`config.mk`:
```
export PLATFORM = sky130hd
export DESIGN_NAME = wdog_quad_expiry
export DESIGN_NICKNAME = d
export VERILOG_FILES = /design/src/rtl/wdq_pkg.sv /design/src/rtl/wdq_tick_gen.sv /design/src/rtl/wdq_countdown.sv /design/src/rtl/wdq_regs.sv /design/src/rtl/wdog_quad_expiry.sv
export SDC_FILE = /design/constraint.sdc
export NUM_CORES = 1
export LEC_CHECK = 0
export BUFFER_PORTS_ARGS = -buffer_cell sky130_fd_sc_hd__buf_2
export CORE_ASPECT_RATIO = 0.7
export CORE_MARGIN = 5
export CORE_UTILIZATION = 45
export CTS_CLUSTER_SIZE = 25
export DETAILED_ROUTE_END_ITERATION = 16
export PLACE_DENSITY = 0.76
export SLEW_MARGIN = 20
export SYNTH_ARGS = -nofsm -noshare
export SYNTH_HDL_FRONTEND = slang
export SYNTH_HIERARCHICAL = 1
export SYNTH_SLANG_ARGS = --single-unit
```
`constraint.sdc`:
```
create_clock -name clk -period 3.9 [get_ports clk]
set_clock_uncertainty 0.2 [all_clocks]
set_input_delay 0.39 -clock clk [delete_from_list [all_inputs] [get_ports clk]]
set_output_delay 0.39 -clock clk [all_outputs]
set_load 0.1 [all_outputs]
```
`src/rtl/wdq_pkg.sv`:
```
package wdq_pkg;
  localparam int unsigned BUS_W      = 32;
  localparam int unsigned ADDR_W     = 5;
  localparam int unsigned CNT_W      = 8;
  localparam int unsigned STG_W      = 2;
  localparam int unsigned SEL_W      = 4;
  localparam int unsigned PER_LSB    = 4;
  localparam int unsigned IRQ_EN_BIT = 12;
  localparam int unsigned RST_EN_BIT = 15;
  localparam int unsigned STG_LSB    = 12;
  localparam int unsigned TMR_EN_BIT = 31;
  localparam int unsigned TMR_PER_BIT = 30;

  localparam logic [ADDR_W-1:0] OFS_CFG = 5'h00;
  localparam logic [ADDR_W-1:0] OFS_STS = 5'h04;
  localparam logic [ADDR_W-1:0] OFS_CMD = 5'h08;
  localparam logic [ADDR_W-1:0] OFS_KEY = 5'h0C;
  localparam logic [ADDR_W-1:0] OFS_TMR = 5'h10;

  localparam logic [BUS_W-1:0] UNLOCK_KEY = 32'h0000_C45A;

  typedef struct packed {
    logic             rst_en;
    logic             irq_en;
    logic [CNT_W-1:0] period;
    logic [SEL_W-1:0] tsel;
  } cfg_t;
endpackage

```
`src/rtl/wdq_tick_gen.sv`:
```
module wdq_tick_gen
  import wdq_pkg::*;
#(
  parameter int unsigned CLK_PER_REF = 125,
  parameter int unsigned RELOAD_W    = 30
) (
  input  logic             clk,
  input  logic             rst_n,
  input  logic             load_we,
  input  logic [BUS_W-1:0] load_data,
  output logic             tick_o,
  output logic [BUS_W-1:0] load_rd
);
  localparam int unsigned PRE_W = (CLK_PER_REF > 1) ? $clog2(CLK_PER_REF) : 1;
  localparam logic [PRE_W-1:0] PRE_LAST = PRE_W'(CLK_PER_REF - 1);
  localparam logic [RELOAD_W-1:0] ONE = RELOAD_W'(1);

  logic [PRE_W-1:0]    pre_q, pre_d;
  logic                en_q, en_d;
  logic                per_q, per_d;
  logic [RELOAD_W-1:0] rld_q, rld_d;
  logic [RELOAD_W-1:0] cnt_q, cnt_d;
  logic                ref_pulse;
  logic                wrap;

  assign ref_pulse = (pre_q == PRE_LAST);
  assign wrap      = en_q && ref_pulse && (cnt_q <= ONE);
  assign tick_o    = wrap;

  always_comb begin
    pre_d = pre_q;
    en_d  = en_q;
    per_d = per_q;
    rld_d = rld_q;
    cnt_d = cnt_q;
    if (load_we || ref_pulse) pre_d = '0;
    else                      pre_d = pre_q + PRE_W'(1);
    if (load_we) begin
      en_d  = load_data[TMR_EN_BIT];
      per_d = load_data[TMR_PER_BIT];
      rld_d = load_data[RELOAD_W-1:0];
      cnt_d = load_data[RELOAD_W-1:0];
    end else if (en_q && ref_pulse) begin
      if (cnt_q <= ONE) begin
        cnt_d = rld_q;
        if (!per_q) en_d = 1'b0;
      end else begin
        cnt_d = cnt_q - ONE;
      end
    end
  end

  always_ff @(posedge clk or negedge rst_n) begin
    if (!rst_n) begin
      pre_q <= '0;
      en_q  <= 1'b0;
      per_q <= 1'b0;
      rld_q <= '0;
      cnt_q <= '0;
    end else begin
      pre_q <= pre_d;
      en_q  <= en_d;
      per_q <= per_d;
      rld_q <= rld_d;
      cnt_q <= cnt_d;
    end
  end

  always_comb begin
    load_rd                 = '0;
    load_rd[TMR_EN_BIT]     = en_q;
    load_rd[TMR_PER_BIT]    = per_q;
    load_rd[RELOAD_W-1:0]   = rld_q;
  end
endmodule

```
`src/rtl/wdq_countdown.sv`:
```
module wdq_countdown
  import wdq_pkg::*;
(
  input  logic             clk,
  input  logic             rst_n,
  input  logic             tick,
  input  logic             start,
  input  logic             stop,
  input  logic [CNT_W-1:0] period,
  input  logic             irq_en,
  input  logic             rst_en,
  output logic [CNT_W-1:0] count,
  output logic [STG_W-1:0] stage,
  output logic             running,
  output logic             irq,
  output logic             rst_req
);
  localparam logic [STG_W-1:0] STG_LAST = {STG_W{1'b1}};
  localparam logic [CNT_W-1:0] ONE      = CNT_W'(1);

  logic [CNT_W-1:0] cnt_q, cnt_d;
  logic [STG_W-1:0] stg_q, stg_d;
  logic             run_q, run_d;
  logic             irq_q, irq_d;
  logic             rst_q, rst_d;
  logic             expire;

  assign expire = run_q && tick && (cnt_q <= ONE);

  always_comb begin
    cnt_d = cnt_q;
    stg_d = stg_q;
    run_d = run_q;
    irq_d = irq_q;
    rst_d = rst_q;
    if (stop) begin
      run_d = 1'b0;
    end else if (start) begin
      run_d = 1'b1;
      cnt_d = period;
      stg_d = '0;
      irq_d = 1'b0;
    end else if (expire) begin
      if (stg_q == STG_LAST) begin
        cnt_d = '0;
        run_d = 1'b0;
        if (rst_en) rst_d = 1'b1;
      end else begin
        cnt_d = period;
        stg_d = stg_q + STG_W'(1);
        if (irq_en) irq_d = 1'b1;
      end
    end else if (run_q && tick) begin
      cnt_d = cnt_q - ONE;
    end
  end

  always_ff @(posedge clk or negedge rst_n) begin
    if (!rst_n) begin
      cnt_q <= '0;
      stg_q <= '0;
      run_q <= 1'b0;
      irq_q <= 1'b0;
      rst_q <= 1'b0;
    end else begin
      cnt_q <= cnt_d;
      stg_q <= stg_d;
      run_q <= run_d;
      irq_q <= irq_d;
      rst_q <= rst_d;
    end
  end

  assign count   = cnt_q;
  assign stage   = stg_q;
  assign running = run_q;
  assign irq     = irq_q;
  assign rst_req = rst_q;
endmodule

```
`src/rtl/wdq_regs.sv`:
```
module wdq_regs
  import wdq_pkg::*;
(
  input  logic              clk,
  input  logic              rst_n,
  input  logic              bus_sel,
  input  logic              bus_write,
  input  logic [ADDR_W-1:0] bus_addr,
  input  logic [BUS_W-1:0]  bus_wdata,
  input  logic [CNT_W-1:0]  sts_count,
  input  logic [STG_W-1:0]  sts_stage,
  input  logic [BUS_W-1:0]  tmr_rd,
  output cfg_t              cfg,
  output logic              tmr_we,
  output logic              cmd_wr,
  output logic              start,
  output logic              stop,
  output logic              unlocked,
  output logic [BUS_W-1:0]  bus_rdata
);
  logic wr;
  logic cfg_we, key_we;
  cfg_t cfg_q, cfg_d;
  logic unl_q, unl_d;

  assign wr     = bus_sel && bus_write;
  assign cfg_we = wr && (bus_addr == OFS_CFG);
  assign key_we = wr && (bus_addr == OFS_KEY);
  assign cmd_wr = wr && (bus_addr == OFS_CMD);
  assign tmr_we = wr && (bus_addr == OFS_TMR);
  assign start  = cmd_wr && bus_wdata[0];
  assign stop   = cmd_wr && bus_wdata[1] && unl_q;

  always_comb begin
    cfg_d.tsel   = bus_wdata[SEL_W-1:0];
    cfg_d.period = bus_wdata[PER_LSB +: CNT_W];
    cfg_d.irq_en = bus_wdata[IRQ_EN_BIT];
    cfg_d.rst_en = bus_wdata[RST_EN_BIT];
  end

  always_comb begin
    unl_d = unl_q;
    if (key_we)      unl_d = (bus_wdata == UNLOCK_KEY);
    else if (cmd_wr) unl_d = 1'b0;
  end

  always_ff @(posedge clk or negedge rst_n) begin
    if (!rst_n) begin
      cfg_q <= '0;
    end else if (cfg_we) begin
      cfg_q <= cfg_d;
    end
  end

  always_ff @(posedge clk or negedge rst_n) begin
    if (!rst_n) unl_q <= 1'b0;
    else        unl_q <= unl_d;
  end

  always_comb begin
    bus_rdata = '0;
    unique case (bus_addr)
      OFS_CFG: begin
        bus_rdata[SEL_W-1:0]         = cfg_q.tsel;
        bus_rdata[PER_LSB +: CNT_W]  = cfg_q.period;
        bus_rdata[IRQ_EN_BIT]        = cfg_q.irq_en;
        bus_rdata[RST_EN_BIT]        = cfg_q.rst_en;
      end
      OFS_STS: begin
        bus_rdata[PER_LSB +: CNT_W]  = sts_count;
        bus_rdata[STG_LSB +: STG_W]  = sts_stage;
      end
      OFS_TMR: bus_rdata = tmr_rd;
      default: bus_rdata = '0;
    endcase
  end

  assign cfg      = cfg_q;
  assign unlocked = unl_q;
endmodule

```
`src/rtl/wdog_quad_expiry.sv`:
```
module wdog_quad_expiry
  import wdq_pkg::*;
#(
  parameter int unsigned CLK_PER_REF = 125,
  parameter int unsigned RELOAD_W    = 30
) (
  input  logic              clk,
  input  logic              rst_n,
  input  logic              bus_sel,
  input  logic              bus_write,
  input  logic [ADDR_W-1:0] bus_addr,
  input  logic [BUS_W-1:0]  bus_wdata,
  output logic [BUS_W-1:0]  bus_rdata,
  output logic              wdt_irq,
  output logic              sys_rst_req
);
  cfg_t             cfg;
  logic             tmr_we;
  logic             rg_cmd_wr, rg_start, rg_stop, rg_unlock;
  logic [BUS_W-1:0] tmr_rd;
  logic             wd_tick;
  logic [CNT_W-1:0] cd_count;
  logic [STG_W-1:0] cd_stage;
  logic             cd_run;

  wdq_regs u_regs (
    .clk       (clk),
    .rst_n     (rst_n),
    .bus_sel   (bus_sel),
    .bus_write (bus_write),
    .bus_addr  (bus_addr),
    .bus_wdata (bus_wdata),
    .sts_count (cd_count),
    .sts_stage (cd_stage),
    .tmr_rd    (tmr_rd),
    .cfg       (cfg),
    .tmr_we    (tmr_we),
    .cmd_wr    (rg_cmd_wr),
    .start     (rg_start),
    .stop      (rg_stop),
    .unlocked  (rg_unlock),
    .bus_rdata (bus_rdata)
  );

  wdq_tick_gen #(
    .CLK_PER_REF (CLK_PER_REF),
    .RELOAD_W    (RELOAD_W)
  ) u_tick (
    .clk       (clk),
    .rst_n     (rst_n),
    .load_we   (tmr_we),
    .load_data (bus_wdata),
    .tick_o    (wd_tick),
    .load_rd   (tmr_rd)
  );

  wdq_countdown u_cd (
    .clk     (clk),
    .rst_n   (rst_n),
    .tick    (wd_tick),
    .start   (rg_start),
    .stop    (rg_stop),
    .period  (cfg.period),
    .irq_en  (cfg.irq_en),
    .rst_en  (cfg.rst_en),
    .count   (cd_count),
    .stage   (cd_stage),
    .running (cd_run),
    .irq     (wdt_irq),
    .rst_req (sys_rst_req)
  );
endmodule

```
==> results of run 1 <==
[stage by stage]
step / util [%] / hold WS, ns / total power [uW]
floorplan: - / -0.106 / 1600
global placement: 49.9 / 0.231 / 1750
detailed placement: 49.9 / 0.240 / 1780
CTS: 52.3 / 0.0672 / 2690
global route: 52.3 / 0.0875 / 2810
finish: 52.3 / 0.0692 / 2680
[cell usage after synthesis (4+ instances only)]
cell       n  area share (%)
dfrtp_1   97              40
nor2_1    47             2.9
nand2_1   41             2.6
o21ai_0   40             3.3
mux2_2    29             5.4
and3_1    27             2.8
inv_1     27             1.7
clkbuf_1  23             1.4
nor3_1    22             1.8
nand3_1   17             1.4
a21oi_1   16             1.3
nor4_1    14             1.5
a31oi_1   10             1.0
nand4_1   10             1.0
o31ai_1   10             1.3
a221o_1    9             1.5
or4_1      8             1.0
and3_2     7            0.88
ha_1       7             1.5
mux2i_1    7             1.2
a221o_2    6             1.1
a41oi_1    6            0.88
o211ai_1   6            0.75
o21a_1     6            0.75
o41ai_1    6            0.88
or3_1      6            0.63
a32oi_1    5            0.73
and2_1     5            0.52
buf_2      5            0.42
o22ai_1    5            0.52
or2_2      5            0.52
xnor2_1    5            0.73
xor2_1     5            0.73
a21o_1     4            0.50
a22o_1     4            0.58
buf_1      4            0.25
nor4_4     4             1.4
[critical path, cell delays in order, from the launching register on]
cell      delay [ns]
dfrtp_1         0.44
nor3_1          0.28
nand3b_1        0.35
or4_1           0.64
nor2_1          0.27
and3b_1         0.22
a41oi_1         0.17
nor2_1          0.41
a221o_1         0.23
[kinds of logic (layout without fill, tap and decap cells)]
| logic type | count (synthesis) | count (layout) | share of synthesized area (%) |
|---|---|---|---|
| compound gates | 168 | 168 | 20.8 |
| flops | 97 | 97 | 40.5 |
| mux | 36 | 36 | 6.61 |
| xor+xnor | 10 | 10 | 1.46 |
| simple gates | 243 | 243 | 24.2 |
| fa+ha+maj | 7 | 7 | 1.46 |
| buf+inv | 66 | 138 | 4.99 |
[state kept, by name, summed over array words and instances, names as in the netlist]
| register | cells |
|---|---|
| u_regs/unlocked | 1 |
| u_cd/stage | 2 |
| u_cd/rst_req | 1 |
| u_tick/pre_q | 7 |
| u_tick/rld_q | 30 |
| u_cd/count | 8 |
| u_regs/cfg | 14 |
| u_tick/cnt_q | 30 |
| u_tick/en_q | 1 |
| u_cd/running | 1 |
| u_tick/per_q | 1 |
| u_cd/irq | 1 |
[metal layers]
metal / track usage [%] / wire length [microns] / vias up
met2: 34.1 / 8090 / 283
met4: 5.08 / 208 / 0
li1: - / - / 2531
met3: 5.62 / 1790 / 21
met5: 0 / 0 / -
met1: 38.1 / 8960 / 2817
[power by group]
part | internal, uW | switching, uW
sequential | 1150 | 165
combinational | 198 | 265
clock | 513 | 392
total | 1860 | 822
[area by class of cell]
class                           count  area (sq um)
Fill cell                        1226          6250
Multi-Input combinational cell    464          3270
Sequential cell                    97          2430
Timing Repair Buffer               96           541
Clock buffer                       11           243
Tap cell                          166           208
Inverter                           27           101
Clock inverter                      4          53.8
[final timing paths]
| path | slack (ns) | endpoint | from |
|---|---|---|---|
| min in group asynchronous | 0.40 | u_tick/rld_q[10] | rst_n |
| max in group asynchronous | 2.28 | u_tick/rld_q[22] | rst_n |
| min | 0.07 | u_tick/rld_q[21] | bus_wdata[21] |
| max | 0.62 | u_cd/count[5] | u_tick/cnt_q[26] |
| max reg2reg | 0.62 | u_cd/count[5] | u_tick/cnt_q[26] |
| min reg2reg | 0.30 | u_tick/rld_q[29] | u_tick/rld_q[29] |
==> results.cfg, run 1 <==
[status]
status = complete, no violations

[cells_and_area]
instances_no_fill = 865
finalNetCount = 743
mostFrequentLayoutCell = dfrtp_1
area_growth_pct = 14.1
final_cell_area_sq_mm = 0.00685
final_layout_size_suffix_gt1_share_pct = 26.5
final_cell_mix = 97 x dfrtp_1, 73 x buf_2, 47 x nor2_1
antennaDiodeCount = 0

[sta]
fin_crit_sh_pct = 84.2
finalHoldViolCount = 0
slew_violations = 0
setup_viol = 0
rsz0062_at_grt = no
tns_ns = 0
relSlewSlack_pct = 33.5
max_freq_mhz = 305
fin_ws_ns = 0.617
period_minus_slack_ns = 3.28
tightest_slew_ns = 0.994

[power]
max-vdd-ir-drop_mv = 0.268
power_density_mw_per_mm2 = 392
p_leak_uw = 0.00315

[clock_network]
insertion_delay_ns = 0.35
cts_tree = built
ctsResizeCount = 0
ctsHoldBuffers = 1
root_buffer = clkbuf_16
cts_setup_buffers = 0
cts_buffers = 9
cts_buffer_depth = 2
clk_pin_slew_ns = 0.07
htree_levels = 3
cts_sinks = 97

[drt]
drtIter0Drc = 650
drc = 0
dr.pass1.iters = 5
drtAntennaViolNets = 0
viasPerCell = 6.53
wl_per_cell_microns = 22.0
drt_wl_total_microns = 19100
vias = 5652

[synth]
synth_nets = 675
synth_cell_types = 82
avgSynthCellArea_sq_um = 9.57
synth-seq-area-share_pct = 40.5
synth_cells = 627
ys_async_sr_fraction_pct = 100
yosys_warnings = 6
synth_edf_count = 0
mappedNetlistArea_sq_mm = 0.00600
ys.flop_type = dfrtp_1
synth_seq_cells = 97

[run]
maxCapViolations = 0

[setup_path]
end_kind = flip-flop
start_kind = flip-flop
worstSetupPathType = flip-flop to flip-flop
cp_data_arrival_time_ns = 3.36
ff2ff_path_depth = 8
cp_max_fo = 8
required_ns = 3.98

[grt]
grt_usage_pct = 24.4
grt_pass1_wl_microns = 30500
overflow = 0
first_global_vias = 5474
grt_max_degree = 45
antenna_found_initial = 0

[floorplanning]
core_sq_mm = 0.0131
dieArea_sq_mm = 0.0158
die_h_microns = 107
std_cell_rows = 35
die_w_microns = 148
initial_core_util_pct = 45.8
ioPinCount = 75

[placement]
dp_hpwl_microns = 14000
place_area_sq_mm = 0.00654
place_inst = 849
post-place-ws_ns = 0.652
gp_congestion = 0.972
port_buffers = 74

[hold_path]
hold_path.class = primary input to flip-flop
hold_depth = 3
No activity file was read; power rests on OpenSTA's default activity.
==> run 2, diff against run 1 <==
- ABC_AREA: default -> 1
- clock period: 3.9 -> 3.05 ns (I/O delays scaled with it)
==> results.cfg, run 2 <==
[power]
p_seq_share_pct = 40.2
switching_share_pct = 37.3
power_uw = 4350
switching_power_uw = 1630
p_leak_uw = 0.00400
max-vdd-ir-drop_mv = 0.321
p_int_uw = 2730
clockPowerShare_pct = 28.1
comb_power_share_pct = 31.6
power_density_mw_per_mm2 = 589

[grt]
overflow = 0
antenna_found_initial = 0
grt_usage_pct = 20.8
grt_pass1_wl_microns = 29400
grt_max_degree = 55
first_global_vias = 5828

[drt]
wl_per_cell_microns = 14.5
vias = 6214
drtAntennaViolNets = 0
drt_wl_total_microns = 17800
drc = 0
drtIter0Drc = 620
dr.pass1.iters = 5
viasPerCell = 5.09

[synth]
mappedNetlistArea_sq_mm = 0.00657
synth_cell_types = 44
synth_nets = 1004
netlist_top_cells_area = dfrtp_1 37%, nand2_1 20%, nor2_1 7.3%
synthTopCellsByCount = 356 x nand2_1, 128 x nor2_1, 97 x dfrtp_1, 91 x inv_1, 58 x nand3_1
synth_seq_cells = 97
synth_cells = 956
ys.flop_type = dfrtp_1
yosysMostFrequentCell = nand2_1
synth_area_leader_cell = dfrtp_1
avgSynthCellArea_sq_um = 6.87
synth-seq-area-share_pct = 36.9
yosys_warnings = 6
synth_edf_count = 0
ys_async_sr_fraction_pct = 100
synth_top_area_share_pct = 36.9

[sta]
rsz0062_at_grt = no
tns_ns = 0
period_minus_slack_ns = 2.66
max_freq_mhz = 376
slew_violations = 0
fin_crit_sh_pct = 87.3
setup_viol = 0
tightest_slew_ns = 0.708
relSlewSlack_pct = 52.8
finalHoldViolCount = 0

[floorplanning]
die_h_microns = 111
initial_core_util_pct = 45.4
dieArea_sq_mm = 0.0172
core_sq_mm = 0.0145
die_w_microns = 154
ioPinCount = 75
std_cell_rows = 37

[placement]
port_buffers = 74
dp_hpwl_microns = 13200
gp_congestion = 0.906
place_inst = 1200

[hold_path]
hold_depth = 3
hold_path.class = primary input to flip-flop
hp-start = bus_wdata[16]
whs_endpoint = u_tick/rld_q[16]

[clock_network]
ctsResizeCount = 0
clk_pin_slew_ns = 0.07
cts_buffer_depth = 2
insertion_delay_ns = 0.35
cts_sinks = 97
cts_tree = built
root_buffer = clkbuf_16
cts_buffers = 9
htree_levels = 3

[run]
maxCapViolations = 0

[setup_path]
crit_chain = inv_1 > ha_1 > nand2_4 > nor2_8 > nand4_4 > nand2_4 > nand2_4 > nor2_1 > nand3_1 > nor2_2 > nand2_2 > nand2_4 > nand3_1 > nand2_1 > o21ai_0
cpMostUsedCell = nand2_4
r2r-start = u_tick/cnt_q[0]
cp_slowest_cell = dfrtp_1
worst-r2r-setup-slack_ns = 0.39
start_kind = flip-flop
ff2ff_path_depth = 15
cp_data_arrival_time_ns = 2.69
max_stage_delay_ns = 0.41
reg2reg_to = u_cd/stage[0]
worstSetupPathType = flip-flop to flip-flop
end_kind = flip-flop
critical_path.top_delay_family = simple AND/OR/NAND/NOR gates
cp_max_fo = 12
cp_num_buf_inv = 1
required_ns = 3.08

[cells_and_area]
fillers = 1404
instances_no_fill = 1221
finalNetCount = 1070
regArea_sq_mm = 0.00243
final_cell_mix = 356 x nand2_1, 127 x nor2_1, 97 x dfrtp_1
final_layout_size_suffix_gt1_share_pct = 17.6
area_growth_pct = 12.6
mostFrequentLayoutCell = nand2_1
antennaDiodeCount = 0
multi_input_area_sq_mm = 0.00352

[status]
status = complete, no violations
## run 2: changes by cell type after synthesis, moves of 27 or more
cell	previous run	this run
mux2_2	29	0
nand3_1	17	58
nand2_1	41	356
and3_1	27	0
o21ai_0	40	8
nor2_1	47	128
inv_1	27	91
## run 2: final cells by class
type / instances / share of cell area, %
clock buffer: 9 / 3.04
tap: 195 / 3.30
timing repair buffer: 87 / 6.73
clock inverter: 6 / 1.23
sequential: 97 / 32.8
inverter: 103 / 5.23
multi-input combinational: 724 / 47.6
## run 2: per-stage QoR
stage	utilization [%]	worst slack [ns]	hold slack, ns	instance area [sq um]
after floorplan	-	0.422	-0.191	6570
after global placement	48.4	0.478	0.201	7020
after detailed placement	48.4	0.389	0.205	7020
after CTS	51.0	0.401	0.00325	7400
after global routing	51.0	0.216	0.0184	7400
final	51.0	0.388	0.00752	7400
## run 2: worst max-delay path by stage
stage               endpoint  cells after the start             from  slack, ns
2_1_floorplan  bus_rdata[21]                      6      bus_addr[1]       0.42
3_3_place_gp   u_cd/stage[0]                     15  u_tick/cnt_q[0]       0.48
3_5_place_dp   u_cd/stage[0]                     14  u_tick/cnt_q[0]       0.39
4_1_cts        u_cd/stage[0]                     15  u_tick/cnt_q[0]       0.40
5_1_grt        u_cd/stage[0]                     14  u_tick/cnt_q[0]       0.22
6_report       u_cd/stage[0]                     15  u_tick/cnt_q[0]       0.39
## run 2: worst min-delay path, delay by kind of cell
kind,cells,cell delay [ns]
AND/OR/NAND/NOR,2,0.11
buffers and inverters,1,0.11
## run 2: repair_timing
action | CTS | global route
hold buffers | 6 | 0
endpoints found under the hold margin | 58 | 0
setup buffers | 0 | 0
endpoints found under the setup margin | 0 | 0
## run 2: cell families (layout without fill, tap and decap cells)
kind of cell / count (synthesis) / in the layout / synth area share, %
AO/OA/AOI/OAI: 74 / 74 / 7.18
XOR/XNOR: 23 / 23 / 3.07
adder cells (fa/ha/maj): 7 / 7 / 1.33
buffers and inverters: 135 / 205 / 9.54
flip-flops: 97 / 97 / 36.9
AND/OR/NAND/NOR: 620 / 620 / 41.9
## run 2: power groups by stage
stage / clock, uW / combinational [uW] / sequential [uW]
global placement: 0 / 1320 / 1770
finish: 1230 / 1380 / 1750
global route: 1300 / 1560 / 1790
CTS: 1260 / 1370 / 1750
floorplan: 0 / 1080 / 1710
detailed placement: 0 / 1350 / 1770
## run 2: per-layer routing
layer	GRT usage [%]	part of all wire [%]	vias up	routed length [microns]
met4	4.53	1.1	0	203
met5	0	0	-	0
met1	32.8	49	2865	8750
met3	4.45	10	20	1780
li1	-	-	3082	-
met2	28.8	40	247	7020
